[src/rtl/addsub_pkg.sv]
// Shared operation encoding for the add/subtract unit.
// Assumes a 2-bit operation field; the unused code is treated as add.
package addsub_pkg;
    typedef enum logic [1:0] {
        OP_ADD = 2'b00,
        OP_SUB = 2'b01,
        OP_SLT = 2'b10,
        OP_RSV = 2'b11
    } addsub_op_e;
endpackage

[src/rtl/addsub_operand_ext.sv]
// Second-operand selection: picks the register or the widened immediate,
// then complements it when the adder is to subtract.
// Assumes IMM_W <= W; the immediate is sign- or zero-extended by mode.
module addsub_operand_ext #(
    parameter int W     = 32,
    parameter int IMM_W = 16
) (
    input  logic [W-1:0]     b_reg,
    input  logic [IMM_W-1:0] imm,
    input  logic             use_imm,
    input  logic             is_signed,
    input  logic             invert,
    output logic [W-1:0]     b_adder,
    output logic             b_sign
);
    localparam int PAD = W - IMM_W;

    logic [W-1:0] imm_wide;
    logic [W-1:0] b_sel;

    generate
        if (PAD > 0) begin : g_pad
            // Widen the immediate: copy its top bit in signed mode, zeros otherwise.
            always_comb begin
                imm_wide = {{PAD{is_signed & imm[IMM_W-1]}}, imm};
            end
        end else begin : g_nopad
            // Immediate already spans the datapath width.
            always_comb begin
                imm_wide = imm[W-1:0];
            end
        end
    endgenerate

    // Choose the operand, then complement it for subtraction.
    always_comb begin
        b_sel   = use_imm ? imm_wide : b_reg;
        b_adder = invert ? ~b_sel : b_sel;
        b_sign  = b_sel[W-1];
    end
endmodule

[src/rtl/addsub_adder.sv]
// Plain W-bit carry-propagate adder with carry-in and carry-out.
// Assumes nothing about the signedness of its inputs.
module addsub_adder #(
    parameter int W = 32
) (
    input  logic [W-1:0] x,
    input  logic [W-1:0] y,
    input  logic         cin,
    output logic [W-1:0] sum,
    output logic         cout
);
    // Single shared addition for every operation.
    always_comb begin
        {cout, sum} = {1'b0, x} + {1'b0, y} + {{W{1'b0}}, cin};
    end
endmodule

[src/rtl/addsub_flags.sv]
// Derives signed overflow and the less-than bit from the adder outputs.
// Assumes the adder was given the complemented B and carry-in 1 for sub/slt.
module addsub_flags (
    input  logic a_sign,
    input  logic b_sign,
    input  logic sum_sign,
    input  logic cout,
    input  logic is_sub,
    input  logic is_signed,
    output logic ovf_raw,
    output logic less
);
    logic b_eff_sign;

    // Overflow from sign comparison; for subtraction B's sign is inverted.
    always_comb begin
        b_eff_sign = b_sign ^ is_sub;
        ovf_raw    = (a_sign == b_eff_sign) && (sum_sign != a_sign);
    end

    // Signed order corrects the sign with overflow; unsigned uses borrow.
    always_comb begin
        less = is_signed ? (sum_sign ^ ovf_raw) : ~cout;
    end
endmodule

[src/rtl/addsub_unit.sv]
// Top of the add/subtract unit: one shared adder, registered outputs,
// one-cycle latency. Signed add/sub overflow requests a trap and leaves
// the result untouched. Assumes in_valid qualifies all other inputs.
module addsub_unit
    import addsub_pkg::*;
#(
    parameter int W     = 32,
    parameter int IMM_W = 16
) (
    input  logic             clk,
    input  logic             rst_n,
    input  logic             in_valid,
    input  logic [1:0]       op,
    input  logic             is_signed,
    input  logic             use_imm,
    input  logic [W-1:0]     a_in,
    input  logic [W-1:0]     b_in,
    input  logic [IMM_W-1:0] imm_in,
    output logic             out_valid,
    output logic [W-1:0]     result,
    output logic             zero_flag,
    output logic             ovf_trap
);
    addsub_op_e   op_e;
    logic         is_sub;
    logic         is_slt;
    logic [W-1:0] b_adder;
    logic         b_sign;
    logic [W-1:0] sum;
    logic         cout;
    logic         ovf_raw;
    logic         less;
    logic [W-1:0] res_next;
    logic         trap_next;

    // Decode the operation into datapath controls.
    always_comb begin
        op_e   = addsub_op_e'(op);
        is_slt = (op_e == OP_SLT);
        is_sub = (op_e == OP_SUB) || is_slt;
    end

    addsub_operand_ext #(.W(W), .IMM_W(IMM_W)) opnd_i (
        .b_reg     (b_in),
        .imm       (imm_in),
        .use_imm   (use_imm),
        .is_signed (is_signed),
        .invert    (is_sub),
        .b_adder   (b_adder),
        .b_sign    (b_sign)
    );

    addsub_adder #(.W(W)) adder_i (
        .x    (a_in),
        .y    (b_adder),
        .cin  (is_sub),
        .sum  (sum),
        .cout (cout)
    );

    addsub_flags flags_i (
        .a_sign    (a_in[W-1]),
        .b_sign    (b_sign),
        .sum_sign  (sum[W-1]),
        .cout      (cout),
        .is_sub    (is_sub),
        .is_signed (is_signed),
        .ovf_raw   (ovf_raw),
        .less      (less)
    );

    // Select the written value and qualify the trap request.
    always_comb begin
        res_next  = is_slt ? {{(W-1){1'b0}}, less} : sum;
        trap_next = in_valid && is_signed && !is_slt && ovf_raw;
    end

    // Output register stage; result and zero hold while idle.
    always_ff @(posedge clk) begin
        if (!rst_n) begin
            out_valid <= 1'b0;
            result    <= '0;
            zero_flag <= 1'b0;
            ovf_trap  <= 1'b0;
        end else begin
            out_valid <= in_valid;
            ovf_trap  <= trap_next;
            if (in_valid) begin
                result    <= res_next;
                zero_flag <= (res_next == '0);
            end
        end
    end
endmodule

[config.mk]
export PLATFORM = sky130hd
export DESIGN_NAME = addsub_unit
export DESIGN_NICKNAME = d
export VERILOG_FILES = /design/src/rtl/addsub_pkg.sv /design/src/rtl/addsub_operand_ext.sv /design/src/rtl/addsub_adder.sv /design/src/rtl/addsub_flags.sv /design/src/rtl/addsub_unit.sv
export SDC_FILE = /design/constraint.sdc
export NUM_CORES = 1
export LEC_CHECK = 0
export ABC_AREA = 1
export BUFFER_PORTS_ARGS = -buffer_cell sky130_fd_sc_hd__buf_4
export CAP_MARGIN = 20
export CORE_MARGIN = 4
export CORE_UTILIZATION = 49
export DETAILED_ROUTE_END_ITERATION = 10
export GPL_TIMING_DRIVEN = 0
export PLACE_DENSITY = 0.85
export SLEW_MARGIN = 20
export SYNTH_ARGS = -nofsm -noshare
export SYNTH_HDL_FRONTEND = slang
export SYNTH_SLANG_ARGS = --single-unit
[constraint.sdc]
create_clock -name clk -period 3.9 [get_ports clk]
set_input_delay 0.78 -clock clk [delete_from_list [all_inputs] [get_ports clk]]
set_output_delay 0.78 -clock clk [all_outputs]
set_load 0.1 [all_outputs]
==> reports/results.ini <==
[final_layout]
finalNetCount=979
diodes=0
seqCellArea_sq_um=700.7
mostFrequentLayoutCells=nand2_1, buf_4, inv_1
multi_input_area_sq_um=3063
final_common_cell=nand2_1
drive_gt1_share_pct=17.79
fillers=782
postLayoutCellArea_sq_um=5356
syn2layout_area_growth_pct=27.00
layout.cells.non_filler=965

[sta]
max_freq_mhz=277.8
relSlewSlack_pct=54.48
final_max_slew_viol_count=0
finalCriticalPeriod_ns=3.599
fin_skew_ns=0
fin_setup_tns_ns=0
fin_ws_ns=0.3006
finalCritPeriodShare_pct=92.29
hold_viol=0
worstMarginPinSlew_ns=0.6828
rsz0062_at_grt=no
setup_viol=0

[worst_setup_path]
endpoint_kind=flop
startpoint_type=primary input
worstPathArrival_ns=3.79
cp_max_fo=15
r2r_cells=2
r2r-end=result[15]
critical_path_required_ns=4.09
crit_chain=buf_4, inv_1, ha_1, clkbuf_4, inv_4, xor2_1, ha_1, a21oi_1, o21ai_0, inv_1, nand2_2, nand2_2, nand2_2, nand2_2, nand2_2, nand2_1, nand3_1, nand2_1, inv_1, nand3_1, nor2_1, nor2_1, nor2_1
path_buf_inv=6
r2r_setup_slack_ns=3.17
slowest_delay_ns=0.32
cp_top_family=simple AND/OR/NAND/NOR gates
crit_type=in -> reg
rr_startpoint=result[15]
slowest_stage=ha_1
critical_path.most_common_cell=nand2_2

[synthesis]
yosysTopAreaCellShare_pct=18.87
synth_area_per_cell_sq_um=5.738
synthXorXnorAreaFrac_pct=6.437
ys_types=34
synth_compound_area_share_pct=18.45
async_reset_ff_share_pct=0
netlist_area_sq_um=4218
synth_top_area_cell=nand2_1
synth-simple-area-share_pct=37.76
synth_edf_count=0
ys_seq_elements=35
synth_fa_ha_area_share_pct=9.967
yosys_warnings=0
syn_inst=735
synth.area.top_cells=nand2_1, dfxtp_1, ha_1
synthMuxAreaShare_pct=0
synth_seq_area_share_pct=16.61
syn_nets=855
synth_ff_type=dfxtp_1
synth_top_family_by_area=simple AND/OR/NAND/NOR gates

[route]
ant_nets=0
vias=5151
routed_wl_microns=13470
via_per_inst=5.338
wl_per_cell_microns=13.96
dr.first_iter.drc_count=290
drc=0
drt_first_pass_iters=5

[cts]
cts_buffer_depth=2
post-cts-setup-buffer-count=0
path_clk_slew_ns=0.07
h-tree-depth=2
cts_buffers=5
ctsHoldBuffers=0
clockRootBuffer=clkbuf_8
cts_tree=yes
clock_latency_ns=0.29
cts_num_sinks=35

[floorplanning]
num_rows=33
core_sq_um=8299
ios=122
die_height_microns=100.8
start_util_pct=50.82
fp.dieW_microns=100.8
die-area_sq_um=10160

[power]
peakVddDrop_mv=0.1701
pwr-share-clk_pct=14.3
combPwrFrac_pct=67.0
p_seq_share_pct=18.6
internal_power_w=0.001045
p_leak_nw=2.880
finalPower_w=0.002250
powerDensity_nw_per_um2=420.1
p_sw_w=0.001205
switching_share_pct=53.54

[worst_hold_path]
worstHoldStart=result[8]
hp-class=reg -> reg
hold_end=result[8]
min_path_cells=2

[grt]
grt_pass1_vias=4753
grt_overflow=0
antenna_found_initial=0
grt_use_total_pct=26.45
grt_first_pass_wirelength_microns=21940
grt_start_max_net_pins=16

[run_status]
status=completed

[place]
pre_cts_slack_ns=-0.4224
hpwl_microns=11770
dpl_cell_area_sq_um=5243
dp.cells=959
io_buffers=119
globalplace.congestion=0.9012

[job]
drv_cap=0

[worst min-delay path, cell delays in order, from the launching register on]
cell	delay, ns
dfxtp_1	0.31
nand2_1	0.06
a21oi_1	0.06
[worst max-delay path by stage]
stage / start / to / slack, ns / cells after the start
after floorplan: op[0] / zero_flag / 0.21 / 22
after global placement: op[0] / zero_flag / -0.35 / 26
after detailed placement: op[0] / zero_flag / -0.42 / 26
after CTS: op[0] / zero_flag / 0.05 / 23
after global routing: op[0] / zero_flag / 0.008 / 27
final: op[0] / zero_flag / 0.30 / 23
[power groups by stage]
stage               combinational (W)  sequential, W  clock (W)
floorplan                    0.000808       0.000716          0
global placement              0.00147       0.000425          0
detailed placement            0.00148       0.000427          0
CTS                           0.00149       0.000419   0.000324
global route                  0.00166       0.000425   0.000338
finish                        0.00151       0.000420   0.000322
[per-layer routing]
metal,routed length [microns],track usage (%)
met5,0,0
met4,175,5.078
met3,837,1.938
met2,6072,44.41
met1,6385,37.25
[cell type report]
class / instances / share of cell area [%]
well taps: 105 / 2.453
inverters: 95 / 6.797
repair buffers: 119 / 16.68
clock inverters: 3 / 0.8176
multi-input cells: 583 / 57.18
flip-flops and latches: 35 / 13.08
plain buffers: 20 / 1.705
clock buffers: 5 / 1.285
[logic make-up after synthesis]
group                      after synthesis
adders and majority gates               33
AOI/OAI and AO/OA                      149
and+or+nand+nor                        370
buffers and inverters                  117
DFF                                     35
xor gates and xnor gates                31
[state kept, by name (all words and copies together) (netlist names)]
register and cells:
out_valid 1, ovf_trap 1, zero_flag 1, result 32
[metrics by stage]
step / hold WS, ns / util, %
after CTS: 0.4790 / 64.48
after global routing: 0.4958 / 64.54
after global placement: 0.4538 / 63.17
after floorplan: 0.9038 / -
after detailed placement: 0.4692 / 63.17
final: 0.4775 / 64.54
[synth_stat cells, types with 2 or more instances]
master / count
a21o_1: 4
a21oi_1: 66
a31oi_1: 3
buf_1: 4
buf_2: 2
clkbuf_1: 15
dfxtp_1: 35
ha_1: 32
inv_1: 90
inv_2: 4
nand2_1: 212
nand2_2: 10
nand3_1: 58
nand3_2: 4
nand3b_1: 9
nand4_1: 6
nor2_1: 59
nor3_1: 4
nor3_2: 2
nor4_1: 2
o21a_1: 3
o21ai_0: 66
o21ai_1: 3
o21bai_1: 2
xor2_1: 31
[repair_timing]
item	CTS	global route
pin swaps	0	0
gates resized for setup	0	9
endpoints found under the setup margin	1	3
endpoints found under the hold margin	0	0
Power figures use the tool's default switching activity.
